===== src/rtl/pa_pkg.sv =====
package pa_pkg;

    typedef enum logic [1:0] {
        ADDR_CTRL = 2'd0,
        ADDR_CNT  = 2'd1,
        ADDR_STAT = 2'd2,
        ADDR_NONE = 2'd3
    } pa_addr_e;

    // Control bit positions
    localparam int CB_EN     = 6;
    localparam int CB_MODE   = 5;
    localparam int CB_POL    = 4;
    localparam int CB_OVF_IE = 1;
    localparam int CB_EDG_IE = 0;

    // Status bit positions
    localparam int SB_OVF = 7;
    localparam int SB_EDG = 6;

    typedef struct packed {
        logic en;
        logic mode;
        logic pol;
        logic ovf_ie;
        logic edge_ie;
    } pa_ctrl_t;

endpackage


===== src/rtl/pa_sync.sv =====
module pa_sync #(
    parameter int STAGES = 2
) (
    input  logic clk,
    input  logic rst_n,
    input  logic adv,
    input  logic din,
    output logic level,
    output logic rise,
    output logic fall
);
    localparam int W = STAGES + 1;

    logic [W-1:0] sh_d, sh_q;

    always_comb begin
        sh_d = sh_q;
        if (adv) sh_d = {sh_q[W-2:0], din};
        level = sh_q[STAGES-1];
        rise  = adv &  sh_q[STAGES-1] & ~sh_q[STAGES];
        fall  = adv & ~sh_q[STAGES-1] &  sh_q[STAGES];
    end

    always_ff @(posedge clk or negedge rst_n) begin
        if (!rst_n) sh_q <= '0;
        else        sh_q <= sh_d;
    end
endmodule


===== src/rtl/pa_prescale.sv =====
module pa_prescale #(
    parameter int DIV = 64
) (
    input  logic clk,
    input  logic rst_n,
    input  logic adv,
    output logic tick
);
    localparam int W = (DIV > 1) ? $clog2(DIV) : 1;
    localparam logic [W-1:0] LAST = W'(DIV - 1);

    logic [W-1:0] cnt_d, cnt_q;

    always_comb begin
        tick  = adv && (cnt_q == LAST);
        cnt_d = cnt_q;
        if (adv) cnt_d = tick ? '0 : cnt_q + W'(1);
    end

    always_ff @(posedge clk or negedge rst_n) begin
        if (!rst_n) cnt_q <= '0;
        else        cnt_q <= cnt_d;
    end
endmodule


===== src/rtl/pulse_accum.sv =====
module pulse_accum
    import pa_pkg::*;
#(
    parameter int DATA_W   = 8,
    parameter int PRESCALE = 64,
    parameter int SYNC_STG = 2
) (
    input  logic              clk,
    input  logic              rst_n,
    input  logic              sys_en,
    input  logic              pin_in,
    input  logic              wr_en,
    input  logic [1:0]        addr,
    input  logic [DATA_W-1:0] wdata,
    output logic [DATA_W-1:0] rdata,
    output logic              irq_ovf,
    output logic              irq_edge
);
    typedef struct packed {
        pa_ctrl_t          ctrl;
        logic [DATA_W-1:0] cnt;
        logic              ovf;
        logic              edg;
    } pa_state_t;

    pa_state_t st_d, st_q;

    logic pin_lvl, pin_rise, pin_fall, tick;
    logic ctrl_wr, cnt_wr, stat_wr;
    logic qual_edge, gate_on, inc, ovf_set, edge_set;

    pa_sync #(.STAGES(SYNC_STG)) u_sync (
        .clk   (clk),
        .rst_n (rst_n),
        .adv   (sys_en),
        .din   (pin_in),
        .level (pin_lvl),
        .rise  (pin_rise),
        .fall  (pin_fall)
    );

    pa_prescale #(.DIV(PRESCALE)) u_pre (
        .clk   (clk),
        .rst_n (rst_n),
        .adv   (sys_en),
        .tick  (tick)
    );

    always_comb begin
        st_d     = st_q;
        ctrl_wr  = wr_en && (addr == ADDR_CTRL);
        cnt_wr   = wr_en && (addr == ADDR_CNT);
        stat_wr  = wr_en && (addr == ADDR_STAT);

        // The same edge qualifies an event and ends a gate of the opposite level.
        qual_edge = st_q.ctrl.pol ? pin_rise : pin_fall;
        gate_on   = pin_lvl ^ st_q.ctrl.pol;
        inc       = st_q.ctrl.en && sys_en &&
                    (st_q.ctrl.mode ? (tick && gate_on) : qual_edge);
        edge_set  = st_q.ctrl.en && qual_edge;
        ovf_set   = 1'b0;

        if (ctrl_wr) begin
            st_d.ctrl.en      = wdata[CB_EN];
            st_d.ctrl.mode    = wdata[CB_MODE];
            st_d.ctrl.pol     = wdata[CB_POL];
            st_d.ctrl.ovf_ie  = wdata[CB_OVF_IE];
            st_d.ctrl.edge_ie = wdata[CB_EDG_IE];
        end

        if (cnt_wr) begin
            st_d.cnt = wdata;
        end else if (inc) begin
            st_d.cnt = st_q.cnt + DATA_W'(1);
            ovf_set  = &st_q.cnt;
        end

        if (stat_wr) begin
            if (wdata[SB_OVF]) st_d.ovf = 1'b0;
            if (wdata[SB_EDG]) st_d.edg = 1'b0;
        end
        if (ovf_set)  st_d.ovf = 1'b1;
        if (edge_set) st_d.edg = 1'b1;

        rdata = '0;
        unique case (addr)
            ADDR_CTRL: begin
                rdata[CB_EN]     = st_q.ctrl.en;
                rdata[CB_MODE]   = st_q.ctrl.mode;
                rdata[CB_POL]    = st_q.ctrl.pol;
                rdata[CB_OVF_IE] = st_q.ctrl.ovf_ie;
                rdata[CB_EDG_IE] = st_q.ctrl.edge_ie;
            end
            ADDR_CNT:  rdata = st_q.cnt;
            ADDR_STAT: begin
                rdata[SB_OVF] = st_q.ovf;
                rdata[SB_EDG] = st_q.edg;
            end
            default:   rdata = '0;
        endcase

        irq_ovf  = st_q.ovf & st_q.ctrl.ovf_ie;
        irq_edge = st_q.edg & st_q.ctrl.edge_ie;
    end

    always_ff @(posedge clk or negedge rst_n) begin
        if (!rst_n) st_q <= '0;
        else        st_q <= st_d;
    end
endmodule


===== config.mk =====
export PLATFORM = sky130hd
export DESIGN_NAME = pulse_accum
export DESIGN_NICKNAME = d
export VERILOG_FILES = /design/src/rtl/pa_pkg.sv /design/src/rtl/pa_sync.sv /design/src/rtl/pa_prescale.sv /design/src/rtl/pulse_accum.sv
export SDC_FILE = /design/constraint.sdc
export NUM_CORES = 1
export LEC_CHECK = 0
export BUFFER_PORTS_ARGS = -buffer_cell sky130_fd_sc_hd__buf_2
export CORE_UTILIZATION = 59
export CTS_CLUSTER_DIAMETER = 200
export DETAILED_ROUTE_END_ITERATION = 12
export GPL_ROUTABILITY_DRIVEN = 0
export PLACE_DENSITY = 0.89
export SLEW_MARGIN = 40
export SYNTH_ARGS = -nofsm -noshare
export SYNTH_HDL_FRONTEND = slang
export SYNTH_SLANG_ARGS = --single-unit

===== constraint.sdc =====
create_clock -name clk -period 2.9 [get_ports clk]
set_clock_uncertainty 0.05 [all_clocks]
set_input_delay 0.435 -clock clk [delete_from_list [all_inputs] [get_ports clk]]
set_output_delay 0.435 -clock clk [all_outputs]
set_load 0.02 [all_outputs]

Word level (Yosys, flattened, before mapping)
Index checks and enable logic that the tools add are counted.
- output and inout bits: 10
- bits of input ports: 15
- memories: 0
- latch bits: 0
- bits in writable memories: 0
- bits in registers: 24
- ROM bits: 0
- muxes and demuxes: 17
- reduce and logical (&&, ||, !) cells: 17
- equality and inequality tests: 3
- order comparisons: 0
- multipliers: 0
- shift-type cells: 0
- bitwise gates (word level): 9
- add/sub/neg operators: 2
- div/mod/pow operators: 0
- operators with widths (operator ; number):
    $mux W8 ; 2
    $reduce_bool A2 Y1 ; 5
    $add A8 B1 Y8 const B ; 1
    $logic_and A1 B1 Y1 ; 8
    $mux W1 ; 8
    $pmux W2 S2 ; 2
    $reduce_and A8 Y1 ; 1
    $add A6 B1 Y6 const B ; 1
    $and A1 B1 Y1 ; 6
    $eq A6 B6 Y1 const B ; 1
    $mux W6 ; 1
    $mux W2 ; 2
    $reduce_and A2 Y1 ; 2
    $pmux W1 S3 ; 1
    $eq A2 B1 Y1 const B ; 1
    $eq A2 B2 Y1 const B ; 1
    $logic_not A2 Y1 ; 1
    $not A1 Y1 ; 2
    $pmux W1 S2 ; 1
    $xor A1 B1 Y1 ; 1

Logic depth before layout (Yosys ltp)
Gate-level depths: netlist of run 1.
- depth in word-level cells: 10
- depth in mapped cells: 7
- depth with buffers taken out: 5

Hierarchy
Synthesis of run 1 repeated with hierarchy kept, for this count alone.
- cells, all modules: 144
- area, all modules: 1445.1 sq um
- modules (own cells, without submodules) (module ; area each (sq um) ; cells an instance ; instances ; sequential area each (sq um)):
    pulse_accum ; 1026.0 ; 111 ; 1 ; 375.4
    pa_prescale ; 290.3 ; 25 ; 1 ; 150.1
    pa_sync ; 128.9 ; 8 ; 1 ; 75.1

Worst setup path after synthesis of run 1
No wires, ideal clock.
- kind: in2reg
- start point: in addr[1]
- end point: reg st_q[5] (netlist name)
- arrival time: 1776 ps
- library setup time: 82 ps
- cell stages on the path: 7
- path slack: 992 ps
- required time: 2768 ps
- path through: inv_1 ha_1 buf_2 nand2_2 dlygate4sd3_1 nor2_1 a31oi_1
- cells in the longest elaborated chain, start to end: 3
- elaborated cells on any way between the ends: 4
- those cells by class: eq/ne (1); mux (1); reduce/logical (2)
- ends and longest elaborated chain (item ; line ; RTL):
    start: declaration ; pulse_accum.sv:13 ; input logic [1:0] addr,
    $eq A2 B1 Y1 (*) ; pulse_accum.sv:52 ; cnt_wr = wr_en && (addr == ADDR_CNT);
    $logic_and A1 B1 Y1 (*) ; pulse_accum.sv:52 ;
    $mux W8 or $reduce_bool A2 Y1 (tied branches) ; - ;
    end signal: assignment ; pulse_accum.sv:108 ; else st_q <= st_d;
    end: declaration ; pulse_accum.sv:26 ; pa_state_t st_d, st_q;
Mark *: on every way between the ends. The rest lies on a longest branch, timed or not.
A chain may end at the register's enable or synchronous reset.

Worst setup path in the final report of run 1
- start point: reg u_pre.cnt_q[0]
- end point: reg st_q[2] (netlist name)
- cells in the longest elaborated chain, start to end: 6
- ends and longest elaborated chain (item ; line ; RTL):
    start: declaration ; pa_prescale.sv:12 ; logic [W-1:0] cnt_d, cnt_q;
    start signal: assignment ; pa_prescale.sv:22 ; else cnt_q <= cnt_d;
    $eq A6 B6 Y1 ; pa_prescale.sv:15 ; tick = adv && (cnt_q == LAST);
    $logic_and A1 B1 Y1 ; pa_prescale.sv:15 ;
    $logic_and A1 B1 Y1 ; pulse_accum.sv:59 ; (st_q.ctrl.mode ? (tick && gate_on) : qual_edge);
    $mux W1 ; pulse_accum.sv:59 ;
    $logic_and A1 B1 Y1 ; pulse_accum.sv:58 ; inc = st_q.ctrl.en && sys_en &&
    $reduce_bool A2 Y1 (no source line) ; - ;
No other way between the ends.

==> run summary, run 1 <==
post-route minimum period: 2070 ps
clk sinks: 24
DR iter-0 viols: 39
input/output buffers: 24
nets: 184
CTS tree: built
Setup TNS: 0 ps
Worst Hold Class: primary input to asynchronous set/reset pin
first-pass GRT wire length: 4.62 mm
Slew Limit Headroom: 65.4%
Reg area: 601 um^2
CP max FO: 17
cells along the critical path: ha_1, nand4_1, o211a_1, or4_1, a31oi_1
Worst Tran Pin Value: 520 ps
number of remaining DRC errors: 0
vias post-DR: 1190
total track usage: 23.8%
Synth top cells by count: dfrtp_1, nor2_1, mux2_2, nand2_1, o31ai_1
FP Rows: 17
Crit-path slowest cell: or4_1
CP Class: flip-flop to flip-flop
grt total ovfl: 0
Mapped Cells: 139
R2R setup slack: 830 ps
sequential area share after synthesis: 42.5%
cell area power density: 671 mW/mm^2
DR WL/cell: 14.8 um
multi-input logic area: 756 um^2
Clock Latency Late Sink: 300 ps
number of setup buffers added after CTS: 0
Critical Path Start Type: flip-flop
most frequent cell after synthesis: dfrtp_1
synthesis-to-finish area growth: 9.29%
hold_buf cts: 0
diode count: 0
vias per std cell: 6.30
Root Driver: clkbuf_4
Area after DPL: 0.00152 mm^2
Core Region: 0.00223 mm^2
layout cells sized above 1: 24.8%
Max Freq: 483 MHz
Die Y: 51.0 um
clk buf depth: 2
predominant post-synthesis flop cell: dfrtp_1
synthesized area per cell: 10.2 um^2
Final Cell Area: 0.00155 mm^2
Detail Placement HPWL: 2.07 mm
vias in the first global route: 1053
I/O Pins: 25
Post-synth ARST share: 100%
WP buf/inv: 0
Cell Area, Synth: 0.00141 mm^2
DIE WIDTH: 51.0 um
Worst path max stage delay: 560 ps
Synth top area share: 42.5%
Max rail drop VDD: 0.485 mV
RSZ-0062 raised after global routing: false
Yosys top cell by area: dfrtp_1
WL final: 2.80 mm
final hold vios: 0
Inserted Clock Buffers: 3
P_leak: 0.662 nW
largest net degree at the start of global routing: 25
initial core utilization: 63.3%
first drt pass iteration count: 4
crit-path leading delay family: simple AND/OR/NAND/NOR gates
Synth area leaders: dfrtp_1, mux2_2, ha_1
Slew Viols, Final: 0
Reg clk slew, reported paths: 120 ps
arrival time at the worst endpoint: 2250 ps
initial antenna violation count: 0
status: finished, final reports clean
WP data required: 3080 ps
# setup viols final: 0
antenna-violating nets left: 0
syn nets: 160
post-CTS sizing: 0
DIE AREA: 0.00260 mm^2
Max Cap Violations: 0
kind of end point of the critical path: flip-flop
Unique masters post-synth: 36
fin crit share: 71.4%
FF+latch count, synth: 24
FILL cells: 168
Yosys warning total: 0
H-tree depth: 1
EDFF count, synth: 0
[cells by family after synthesis]
kind of cell,after synthesis,share of synthesized area (%)
buf+inv,8,4.07
mux,10,7.96
fa+ha+maj,6,5.31
xor+xnor,3,1.86
simple gates,58,23.1
flops,24,42.5
compound gates,30,15.2
[layout make-up]
cell class	instances	share of cell area, %
repair buffers	24	7.77
inverters	3	0.729
multi-input cells	107	48.9
flip-flops and latches	24	38.9
clock buffers	3	1.46
well taps	28	2.27
[worst register-to-register path, delay by kind of cell, from the launching register on]
kind                     cells  cell delay, ps
AO/OA/AOI/OAI                2             610
flip-flops                   1             410
adder cells (fa/ha/maj)      1             240
AND/OR/NAND/NOR              2             690
[metal layers]
| layer | part of all wire, % | track usage [%] | vias up |
|---|---|---|---|
| met4 | 0.82 | 6.94 | 0 |
| li1 | - | - | 573 |
| met3 | 3.2 | 2.68 | 4 |
| met5 | 0 | 0 | - |
| met1 | 45 | 30.0 | 584 |
| met2 | 51 | 42.5 | 29 |
[placed cells by master (no fill, tap or decap), types with 2 or more instances in the layout]
| master | count |
|---|---|
| a21oi_1 | 3 |
| a22o_1 | 4 |
| a31oi_1 | 7 |
| and2_1 | 5 |
| and4_1 | 2 |
| buf_2 | 24 |
| clkbuf_4 | 3 |
| dfrtp_1 | 24 |
| ha_1 | 6 |
| inv_1 | 3 |
| mux2_2 | 10 |
| nand2_1 | 10 |
| nand3_1 | 5 |
| nand4_1 | 7 |
| nor2_1 | 12 |
| o21ai_0 | 2 |
| o31ai_1 | 8 |
| or3_1 | 2 |
| or3b_1 | 2 |
| or4_1 | 7 |
| xnor2_1 | 2 |
[per-stage QoR]
stage / worst slack [ps] / utilization [%] / cells / hold slack, ps / total power, W
5_1_grt: 672 / 69.2 / 189 / 62.8 / 0.00111
4_1_cts: 838 / 69.2 / 189 / 43.3 / 0.00104
6_report: 831 / 69.2 / 189 / 34.4 / 0.00104
3_5_place_dp: 768 / 68.2 / 186 / 388 / 0.000903
2_1_floorplan: 992 / - / 139 / 89.4 / 0.000805
3_3_place_gp: 856 / 68.2 / 186 / 384 / 0.000878
[path summary, 6_finish.rpt]
kind / from / end / cells past startpoint
max: u_pre.cnt_q[0] / st_q[2] / 5
max reg2reg: u_pre.cnt_q[0] / st_q[2] / 5
max in group asynchronous: rst_n / u_pre.cnt_q[2] / 1
min: rst_n / st_q[9] / 1
min reg2reg: st_q[0] / st_q[0] / 2
min in group clk: pin_in / u_sync.sh_q[0] / 2
[where the power goes]
part	switching, W	leakage, nW	internal, W
logic	0.000180	0.367	0.000160
registers	0.000123	0.281	0.000436
clock network	0.0000897	0.0138	0.0000485
[sequential cells by signal, summed over array words and instances (netlist names)]
signal and flops:
st_q 15, u_pre.cnt_q 6, u_sync.sh_q 3
(Power assumes the default switching activity.)
==> inputs of run 2 (changes only) <==
CORE_UTILIZATION = 49   (was 59)
PLACE_DENSITY = 0.79   (was 0.89)
clock period = 1.7 ns   (was 2.9 ns; I/O delays follow)
==> run summary, run 2 (synthesis results as in run 1) <==
leading cell types in the layout, fill and taps excluded: buf_2, dfrtp_1, buf_4
total track usage: 24.7% (+0.90 points)
Reg2Reg Launch Point: u_pre.cnt_q[1]
Max Cap Violations: 0 (unchanged)
grt total ovfl: 0 (unchanged)
Hold Crit Start: pin_in
clk sinks: 24 (unchanged)
DIE WIDTH: 55.7 um (+9.4%)
Sw Pwr: 0.000769 W (+96%)
synthesis-to-finish area growth: 24.3%
Largest Register: st_q
RSZ-0062 raised after global routing: true
nets: 206 (+12%)
Worst Tran Pin Value: 538 ps (+18.0 ps)
WP data required: 1900 ps (-1180 ps)
I/O Pins: 25 (unchanged)
vias per std cell: 6.17 (-2.0%)
cell area power density: 1200 mW/mm^2 (+78%)
cells along the critical path: ha_2, nand4_1, o211a_2, or4_1, a31oi_1
layout cells sized above 1: 36.4% (+12 points)
CP Class: flip-flop to flip-flop
Regs by FF count: st_q x15, u_pre.cnt_q x6, u_sync.sh_q x3
clk buf depth: 2 (unchanged)
Die Y: 55.7 um (+9.4%)
post-route minimum period: 1830 ps (-234 ps)
P_leak: 0.772 nW (+17%)
Slew Limit Headroom: 64.2% (-1.2 points)
arrival time at the worst endpoint: 2040 ps (-210 ps)
antenna-violating nets left: 0 (unchanged)
Slew Viols, Final: 0 (unchanged)
max reg flops: 15 (unchanged)
DR WL/cell: 16.0 um (+8.3%)
kind of end point of the critical path: flip-flop
sw frac: 36.6% (-1.3 points)
final hold vios: 0 (unchanged)
DR iter-0 viols: 63 (+62%)
CTS tree: built
violated checks: negative setup slack
Crit-path slowest cell: or4_1
Root Driver: clkbuf_4
Max rail drop VDD: 1.12 mV (+130%)
Detail Placement HPWL: 2.49 mm (+20%)
WL final: 3.45 mm (+23%)
Worst path max stage delay: 420 ps (-140 ps)
Flop pwr share: 42.9% (-11 points)
H-tree depth: 1 (unchanged)
Core Region: 0.00273 mm^2 (+22%)
first-pass GRT wire length: 6.03 mm (+31%)
fin crit share: 108% (+37 points)
post-placement worst setup slack: -154 ps (-922 ps)
power share of the clock group: 14.9% (+1.6 points)
first drt pass iteration count: 4 (unchanged)
input/output buffers: 24 (unchanged)
FP Rows: 19 (+2)
largest net degree at the start of global routing: 25 (unchanged)
status: complete, but fails checks
Worst Hold Class: primary input to flip-flop
WHS: 114 ps (+79.2 ps)
Clock Latency Late Sink: 320 ps (+20 ps)
crit path from: u_pre.cnt_q[1]
CP max FO: 17 (unchanged)
Final Cell Area: 0.00176 mm^2 (+14%)
vias post-DR: 1326 (+11%)
Critical Path Start Type: flip-flop
Inserted Clock Buffers: 3 (unchanged)
Comb power frac: 42.2% (+9.4 points)
DIE AREA: 0.00310 mm^2 (+20%)
Area after DPL: 0.00167 mm^2 (+9.8%)
min setup slack post-route: -135 ps (-966 ps)
number of remaining DRC errors: 0 (unchanged)
Internal Power: 0.00133 W (+110%)
# setup viols final: 10 (+10)
Reg clk slew, reported paths: 140 ps (+20 ps)
vias in the first global route: 1347 (+28%)
initial antenna violation count: 0 (unchanged)
Max Freq: 545 MHz (+13%)
diode count: 0 (unchanged)
initial core utilization: 51.7% (-12 points)
run 2: area by class of cell:
type | instances | area, um^2
fillers | 232 | 976
multi-input cells | 107 | 772
flip-flops and latches | 24 | 602
repair buffers | 46 | 298
well taps | 31 | 38.8
clock buffers | 4 | 36.3
inverters | 3 | 11.3
run 2: worst max-delay path: cells and delay by family (launching register included):
| kind | cells | cell delay, ps |
|---|---|---|
| AOI/OAI and AO/OA | 2 | 590 |
| adders and majority gates | 1 | 180 |
| DFF | 1 | 380 |
| and+or+nand+nor | 2 | 570 |
run 2: power by group through the flow:
stage / logic (W) / registers, W / clock network [W]
final: 0.000888 / 0.000902 / 0.000312
after global routing: 0.000984 / 0.000929 / 0.000335
after CTS: 0.000883 / 0.000896 / 0.000308
after detailed placement: 0.000844 / 0.000904 / 0
after global placement: 0.000794 / 0.000891 / 0
after floorplan: 0.000477 / 0.000901 / 0
run 2: final timing paths:
check                            endpoint  slack, ps  cells past startpoint
max                               st_q[6]       -130                      5
min in group asynchronous         st_q[5]        370                      2
max in group asynchronous  u_sync.sh_q[1]        850                      2
min reg2reg                u_sync.sh_q[1]        510                      1
max reg2reg                       st_q[6]       -130                      5
min                        u_sync.sh_q[0]        110                      2
run 2: what timing repair did:
action	in CTS	in global routing
resized for setup	6	2
hold buffers	1	0
endpoints found under the hold margin	24	0
endpoints found under the setup margin	10	10
pin swaps	3	0
buffers inserted	2	0
run 2: per-layer routing:
layer | vias up | wire, um | GRT usage [%]
met5 | - | 0 | 0
met3 | 9 | 152 | 2.56
met2 | 45 | 1830 | 44.2
met4 | 0 | 86 | 11.1
li1 | 619 | - | -
met1 | 653 | 1380 | 29.9
run 2: stage by stage:
stage / cells / util, % / total power [W] / setup TNS, ps
after detailed placement: 208 / 61.1 / 0.00175 / -1110
after global placement: 208 / 61.1 / 0.00169 / -534
after floorplan: 139 / - / 0.00138 / 0
after CTS: 215 / 64.2 / 0.00209 / -904
after global routing: 215 / 64.3 / 0.00225 / -1820
final: 215 / 64.3 / 0.00210 / -1050
